$ cat src/rtl/txa_pkg.sv
package txa_pkg;
    typedef enum logic [1:0] {
        ST_WAIT = 2'd0,
        ST_HALF = 2'd1,
        ST_REPT = 2'd2
    } asm_state_t;
endpackage

$ cat src/rtl/txa_msb_latch.sv
module txa_msb_latch #(
    parameter int PORT_W = 6,
    parameter int NIB_W  = 5
) (
    input  logic              clk,
    input  logic              rst_n,
    input  logic              load,
    input  logic [PORT_W-1:0] port_in,
    output logic [NIB_W-1:0]  upper_q
);
    always_ff @(posedge clk or negedge rst_n) begin
        if (!rst_n)    upper_q <= '0;
        else if (load) upper_q <= port_in[NIB_W-1:0];
    end

    AST_UPPER_FROM_PORT: assert property (@(posedge clk) disable iff (!rst_n)
        load |=> upper_q == $past(port_in[NIB_W-1:0]));
endmodule

$ cat src/rtl/txa_seq_fsm.sv
module txa_seq_fsm
    import txa_pkg::*;
(
    input  logic clk,
    input  logic rst_n,
    input  logic sync_in,
    output logic take_upper,
    output logic complete,
    output logic reissue
);
    asm_state_t state_q, state_d;

    always_ff @(posedge clk or negedge rst_n) begin
        if (!rst_n) state_q <= ST_WAIT;
        else        state_q <= state_d;
    end

    always_comb begin
        state_d    = state_q;
        take_upper = !sync_in;
        complete   = 1'b0;
        reissue    = 1'b0;
        unique case (state_q)
            ST_WAIT: begin
                if (!sync_in) state_d = ST_HALF;
            end
            ST_HALF: begin
                if (!sync_in) begin
                    state_d = ST_REPT;
                    reissue = 1'b1;
                end else begin
                    state_d  = ST_WAIT;
                    complete = 1'b1;
                end
            end
            ST_REPT: begin
                if (!sync_in) begin
                    state_d = ST_HALF;
                end else begin
                    state_d  = ST_WAIT;
                    complete = 1'b1;
                end
            end
            default: state_d = ST_WAIT;
        endcase
    end

    AST_STRAY_HIGH_IDLE: assert property (@(posedge clk) disable iff (!rst_n)
        (state_q == ST_WAIT && sync_in) |-> !complete && !reissue);
    AST_LOW_NEVER_COMPLETES: assert property (@(posedge clk) disable iff (!rst_n)
        !sync_in |-> !complete);
endmodule

$ cat src/rtl/txa_word_reg.sv
module txa_word_reg #(
    parameter int PORT_W = 6,
    parameter int NIB_W  = 5,
    localparam int WORD_W = 2 * NIB_W
) (
    input  logic              clk,
    input  logic              rst_n,
    input  logic              complete,
    input  logic              reissue,
    input  logic [NIB_W-1:0]  upper,
    input  logic [PORT_W-1:0] port_in,
    output logic [WORD_W-1:0] held_q,
    output logic              valid_q
);
    logic seen_q;

    always_ff @(posedge clk or negedge rst_n) begin
        if (!rst_n) begin
            held_q  <= '0;
            valid_q <= 1'b0;
            seen_q  <= 1'b0;
        end else begin
            valid_q <= complete || (reissue && seen_q);
            if (complete) begin
                held_q <= {upper, port_in[NIB_W-1:0]};
                seen_q <= 1'b1;
            end
        end
    end

    AST_HOLD_UNLESS_DONE: assert property (@(posedge clk) disable iff (!rst_n)
        !complete |=> $stable(held_q));
    AST_NO_EARLY_REPEAT: assert property (@(posedge clk) disable iff (!rst_n)
        (!seen_q && !complete) |=> !valid_q);
    AST_LOW_HALF_PLACED: assert property (@(posedge clk) disable iff (!rst_n)
        complete |=> held_q[NIB_W-1:0] == $past(port_in[NIB_W-1:0]) && valid_q);
endmodule

$ cat src/rtl/txa_quiet_gate.sv
module txa_quiet_gate #(
    parameter int WORD_W = 10
) (
    input  logic              pass_en,
    input  logic [WORD_W-1:0] word_in,
    output logic [WORD_W-1:0] word_out
);
    assign word_out = word_in & {WORD_W{pass_en}};
endmodule

$ cat src/rtl/tx_nibble_assembler.sv
module tx_nibble_assembler #(
    parameter int PORT_W = 6,
    parameter int NIB_W  = 5,
    localparam int WORD_W = 2 * NIB_W
) (
    input  logic              clk,
    input  logic              rst_n,
    input  logic [PORT_W-1:0] nib_data,
    input  logic              nib_sync,
    input  logic              quiet_n,
    output logic [WORD_W-1:0] word_out,
    output logic              word_valid
);
    logic             take_upper, complete, reissue;
    logic [NIB_W-1:0] upper;
    logic [WORD_W-1:0] held;

    txa_seq_fsm u_fsm (
        .clk(clk), .rst_n(rst_n), .sync_in(nib_sync),
        .take_upper(take_upper), .complete(complete), .reissue(reissue)
    );

    txa_msb_latch #(.PORT_W(PORT_W), .NIB_W(NIB_W)) u_upper (
        .clk(clk), .rst_n(rst_n), .load(take_upper),
        .port_in(nib_data), .upper_q(upper)
    );

    txa_word_reg #(.PORT_W(PORT_W), .NIB_W(NIB_W)) u_word (
        .clk(clk), .rst_n(rst_n), .complete(complete), .reissue(reissue),
        .upper(upper), .port_in(nib_data), .held_q(held), .valid_q(word_valid)
    );

    txa_quiet_gate #(.WORD_W(WORD_W)) u_gate (
        .pass_en(quiet_n), .word_in(held), .word_out(word_out)
    );

    AST_VALID_AFTER_EDGE: assert property (@(posedge clk) disable iff (!rst_n)
        (complete || reissue) |=> $stable(word_valid) || word_valid);
    AST_QUIET_ZERO: assert property (@(posedge clk) disable iff (!rst_n)
        !quiet_n |-> word_out == '0);
endmodule

$ cat config.mk
export PLATFORM = sky130hd
export DESIGN_NAME = tx_nibble_assembler
export DESIGN_NICKNAME = d
export VERILOG_FILES = /design/src/rtl/txa_pkg.sv /design/src/rtl/txa_msb_latch.sv /design/src/rtl/txa_seq_fsm.sv /design/src/rtl/txa_word_reg.sv /design/src/rtl/txa_quiet_gate.sv /design/src/rtl/tx_nibble_assembler.sv
export SDC_FILE = /design/constraint.sdc
export NUM_CORES = 1
export LEC_CHECK = 0
export BUFFER_PORTS_ARGS = -buffer_cell sky130_fd_sc_hd__buf_2
export CORE_MARGIN = 5
export CORE_UTILIZATION = 25
export DETAILED_ROUTE_END_ITERATION = 10
export HOLD_SLACK_MARGIN = 0.08
export PLACE_DENSITY_LB_ADDON = 0.05
export RECOVER_POWER = 50
export SYNTH_ARGS = -nofsm -noshare
export SYNTH_HDL_FRONTEND = slang
export SYNTH_SLANG_ARGS = --single-unit
$ cat constraint.sdc
create_clock -name clk -period 3.15 [get_ports clk]
set_input_delay 0.1575 -clock clk [delete_from_list [all_inputs] [get_ports clk]]
set_output_delay 0.1575 -clock clk [all_outputs]
set_load 0.01 [all_outputs]
==> impl_metrics.toml, run 1 <==
[yosys]
ys_types = 17
synthTopCellsByArea = "dfrtp_1 (55%), mux2_4 (14%), mux2_1 (9.1%)"
synth_area_leader_cell = "dfrtp_1"
netlist_area_um2 = 871
synthCells = 61
ys_seq_elements = 19
yosysSeqAreaShare = 0.546
netlist.area_leader.share = 0.546
avgSynthCellArea_um2 = 14.3
ys_warn_count = 0
syn-num-nets = 75

[floorplanning]
num_io_pins = 21
die_h_um = 69.0
rows = 21
core_area_um2 = 3360
start_util = 0.259
dieWidth_um = 69.0
dieArea_um2 = 4760

[placement]
hpwl_um = 1150
place_congestion = 0.632
pre_cts_slack_ps = 1580
portBuffers = 19

[timing]
skew_ps = 1.55
final_max_slew_viol_count = 0
clock.fmax_mhz = 626
setup_slack_ps = 1550
setup_viol = 0
whs_ps = 228
max-slew-margin-rel = 0.312
worstMarginPinSlew_ps = 1030
fin_setup_tns_ps = 0
hold_viol = 0
period_needed_ps = 1600
rsz0062_at_grt = "false"
finalCritPeriodShare = 0.507

[global_route]
grt_antenna_before_repair = 0
grt_first_pass_wirelength_um = 2960
grt_usage = 0.0783
grt_start_max_net_pins = 20
grt_pass1_vias = 569
overflow = 0

[final_layout]
multi_input_area_um2 = 369
fill_cells = 380
num_antenna_cells = 0
layout.nets = 103
area_delta_synth_final_pct = 24.9
seqCellArea_um2 = 475
postLayoutCoreUtil = 0.323
drive_gt1_frac = 0.318

[critical_path]
cp_max_fo = 12
crit_required_ps = 3340
crit_arrival_ps = 1790
worstRegToRegCells = 4
cp-end-kind = "register"
criticalPathCategory = "reg -> reg"
critPathLaunchType = "register"

[worst_hold_path]
hold_path_class = "in -> reg"
whs_path_depth = 2

[routing]
antenna_left = 0
drcViolationCount = 0
wl_per_cell_um = 12.2
drt_iter0_drc = 11
routed_wl_um = 1630
drt_pre_antenna_iters = 2
routed_via_density = 4.07
vias = 546

[clock_tree]
cts.path.max_buffers = 2
cts_tree = "built"
clock-sinks = 19
ctsResizeCount = 0
clk_latency_ps = 300
cts.clk_slew.worst_paths_ps = 110
clockRootBuffer = "clkbuf_4"
postCtsSetupBuffers = 0
cts_max_level = 1
cts_buffers = 3

[pwr]
ir_drop_mv = 0.399
power_density_nw_per_um2 = 792
power.leakage_nw = 0.531

[status]
status = "finished, final reports clean"

[job]
cap_violations = 0
-- through the flow --
step	power [mW]	instance area (um^2)	cells
2_1_floorplan	0.655	871	61
3_3_place_gp	0.734	1000	124
3_5_place_dp	0.743	1000	124
4_1_cts	0.886	1090	134
5_1_grt	0.936	1090	134
6_report	0.861	1090	134
-- power breakdown --
group          total [mW]  switching [mW]  internal, mW  leakage [nW]
registers           0.381          0.0467         0.335         0.223
clock network       0.126          0.0792        0.0473        0.0177
logic               0.353           0.145         0.208         0.290
-- path summary, 6_finish.rpt --
check                                   end  slack (ps)              from
setup / recovery           u_word.held_q[0]        1550  u_fsm.state_q[0]
hold / removal               u_word.valid_q         230          nib_sync
setup reg to reg           u_word.held_q[0]        1550  u_fsm.state_q[0]
hold reg to reg               u_word.seen_q         480     u_word.seen_q
max in group asynchronous  u_word.held_q[8]        1990             rst_n
min in group asynchronous  u_word.held_q[1]         550             rst_n
-- synthesized netlist by cell type --
master	number
nor2_1	1
and2_1	10
a211o_1	1
dfrtp_1	19
buf_4	1
nand2b_1	1
nand2_2	1
buf_6	1
o21ai_1	1
mux2_1	7
nor3b_1	1
and3_1	1
ha_1	4
nand2_1	1
a32o_1	1
mux2_4	8
inv_1	2
-- repair_timing --
item,4_1_cts,5_1_grt
hold buffers,6,0
endpoints found under the setup margin,0,0
endpoints found under the hold margin,27,0
-- state kept, by name, summed over array words and instances (netlist names) --
signal / count
u_word.seen_q: 1
u_word.valid_q: 1
u_fsm.state_q: 2
u_upper.upper_q: 5
u_word.held_q: 10
-- placed cells by master (no fill, tap or decap) --
master / netlist / layout
nand2_2: 1 / 1
clkbuf_4: 0 / 3
nor3b_1: 1 / 1
nand2_1: 1 / 1
a32o_1: 1 / 1
inv_1: 2 / 2
and2_1: 10 / 10
clkinv_2: 0 / 1
ha_1: 4 / 4
dlygate4sd3_1: 0 / 6
and3_1: 1 / 1
clkbuf_1: 0 / 4
a211o_1: 1 / 1
buf_2: 0 / 15
nor2_1: 1 / 1
dfrtp_1: 19 / 19
nand2b_1: 1 / 1
mux2_4: 8 / 8
mux2_1: 7 / 7
o21ai_1: 1 / 1
-- cell families after synthesis --
kind of cell / Yosys count / share of synthesized area
simple gates: 16 / 0.111
fa+ha+maj: 4 / 0.0575
mux: 15 / 0.228
buf+inv: 4 / 0.0302
compound gates: 3 / 0.0273
flops: 19 / 0.546
-- per-layer routing --
metal  part of all wire  global-route usage  vias to the layer above
li1                   -                   -                      261
met1               0.47              0.0988                      269
met2               0.46               0.120                       14
met3              0.061              0.0378                        2
met4             0.0086              0.0195                        0
met5                  0                   0                        -
-- worst max-delay path, stage by stage, from the launching register on --
cell and delay [ps]:
dfrtp_1 420, inv_1 90, ha_1 320, nand2_2 300
mux2_1 360
-- cell type report --
type                       instances  area share
clock inverter                     1     0.00460
clock buffer                       3      0.0207
tap                               46      0.0529
inverter                           2     0.00690
multi-input combinational         38       0.339
timing repair buffer              25       0.138
sequential                        19       0.437
Power figures use the tool's default switching activity.
==> run 2: changes to the inputs <==
- clock period: 3.15 -> 1.45 ns (I/O delays scaled with it)
==> run 2 against run 1 <==
Against the previous run: total power rose by 140%; critical endpoint is now u_word.held_q[8]; register-to-register slack got worse by 1500 ps; combinational power rose to 2.9 times the previous value; via count rose by 0.37%; cell area rose by 7.6%; utilization rose by 2.5 points; wire length rose by 5.5%; largest cell class unchanged; sequential share of layout area fell by 3.1 points; critical path depth rose by 1; global-route usage fell by 0.24 points.
==> impl_metrics.toml, run 2 (synthesis results as in run 1) <==
[routing]
wl_per_cell_um = 12.4
antenna_left = 0
drt_pre_antenna_iters = 2
routed_via_density = 3.94
vias = 548
drcViolationCount = 0
routed_wl_um = 1720
drt_iter0_drc = 12

[critical_path]
regToRegStartpoint = "u_fsm.state_q[0]"
cp-end-kind = "register"
crit_required_ps = 1640
cp_max_fo = 5
criticalPathCategory = "reg -> reg"
crit_arrival_ps = 1590
critPathLaunchType = "register"
ff2ff_setup_slack_ps = 50
crit_path_start = "u_fsm.state_q[0]"

[placement]
place_congestion = 0.771
postPlaceCellArea_um2 = 1040
hpwl_um = 1120
pre_cts_slack_ps = 84.1
portBuffers = 19

[final_layout]
largest_reg_flops = 10
top_regs = "u_word.held_q x10, u_upper.upper_q x5, u_fsm.state_q x2"
top_register = "u_word.held_q"
num_antenna_cells = 0
layout.nets = 108
final_area_um2 = 1170
fill_cells = 365
seqCellArea_um2 = 475
layout_commonest_cell = "dfrtp_1"
postLayoutCoreUtil = 0.348
final_cell_mix = "dfrtp_1 (19), buf_2 (17), and2_1 (10)"
multi_input_area_um2 = 382
area_delta_synth_final_pct = 34.3
drive_gt1_frac = 0.398

[timing]
finalCritPeriodShare = 0.967
hold_viol = 0
setup_slack_ps = 47.2
setup_viol = 0
worstMarginPinSlew_ps = 1040
period_needed_ps = 1400
final_max_slew_viol_count = 0
skew_ps = 1.47
max-slew-margin-rel = 0.308
clock.fmax_mhz = 713

[pwr]
power.leakage_nw = 0.576
pwr-share-seq = 0.389
switchingPower_uw = 642
power_frac_clock = 0.129
ir_drop_mv = 0.753
switching_share = 0.305
power_density_nw_per_um2 = 1800
p_int_mw = 1.46
combPwrFrac = 0.483

[clock_tree]
clk_latency_ps = 290
cts_tree = "built"
cts_max_level = 1
clockRootBuffer = "clkbuf_4"
clock-sinks = 19
cts.clk_slew.worst_paths_ps = 110
cts.path.max_buffers = 2
cts_buffers = 3

[job]
cap_violations = 0

[floorplanning]
core_area_um2 = 3360
dieArea_um2 = 4760
rows = 21
die_h_um = 69.0
num_io_pins = 21
start_util = 0.259
dieWidth_um = 69.0

[global_route]
grt_pass1_vias = 596
grt_start_max_net_pins = 20
grt_usage = 0.0759
grt_antenna_before_repair = 0
overflow = 0
grt_first_pass_wirelength_um = 2840

[worst_hold_path]
min_from = "nib_sync"
hold_path_class = "in -> reg"

[status]
status = "finished, final reports clean"
run 2: final timing paths:
| path | endpoint | cells past startpoint |
|---|---|---|
| max | u_word.held_q[8] | 5 |
| min | u_word.valid_q | 2 |
| min reg2reg | u_word.seen_q | 1 |
| min in group asynchronous | u_word.held_q[6] | 2 |
| max in group asynchronous | u_word.held_q[3] | 2 |
| max reg2reg | u_word.held_q[8] | 5 |
run 2: through the flow:
stage	power, mW	cells	setup TNS [ps]	hold WS, ps
floorplan	1.42	61	0	-223
global placement	1.69	127	0	53.4
detailed placement	1.70	127	0	41.8
CTS	2.00	137	0	142
global route	2.28	139	-6.96	148
finish	2.10	139	0	153
run 2: final cells by class:
cell class / instances / area share
inverters: 2 / 0.00642
multi-input cells: 38 / 0.326
well taps: 46 / 0.0492
clock inverters: 1 / 0.00428
flip-flops and latches: 19 / 0.406
repair buffers: 30 / 0.188
clock buffers: 3 / 0.0193
run 2: worst max-delay path, cell delays in order, from the launching register on:
cell	delay, ps
dfrtp_1	390
inv_1	130
ha_4	220
nand2_2	110
clkbuf_16	160
mux2_4	290
run 2: routing by layer:
layer	up-vias	wire [um]	global-route usage
li1	273	-	-
met1	261	785	0.0908
met2	12	813	0.117
met3	2	105	0.0436
met4	0	14	0.0195
met5	-	0	0
run 2: repair_timing:
| item | 4_1_cts | 5_1_grt |
|---|---|---|
| endpoints found under the setup margin | 0 | 2 |
| gates resized for setup | 0 | 2 |
| setup buffers | 0 | 1 |
| hold endpoints to repair | 29 | 0 |
| hold buffers | 6 | 0 |
run 2: power by group through the flow:
stage / registers [mW] / clock network [mW] / logic [mW]
after floorplan: 0.818 / 0 / 0.605
after global placement: 0.826 / 0 / 0.869
after detailed placement: 0.831 / 0 / 0.873
after CTS: 0.820 / 0.285 / 0.899
after global routing: 0.854 / 0.312 / 1.12
final: 0.817 / 0.270 / 1.01
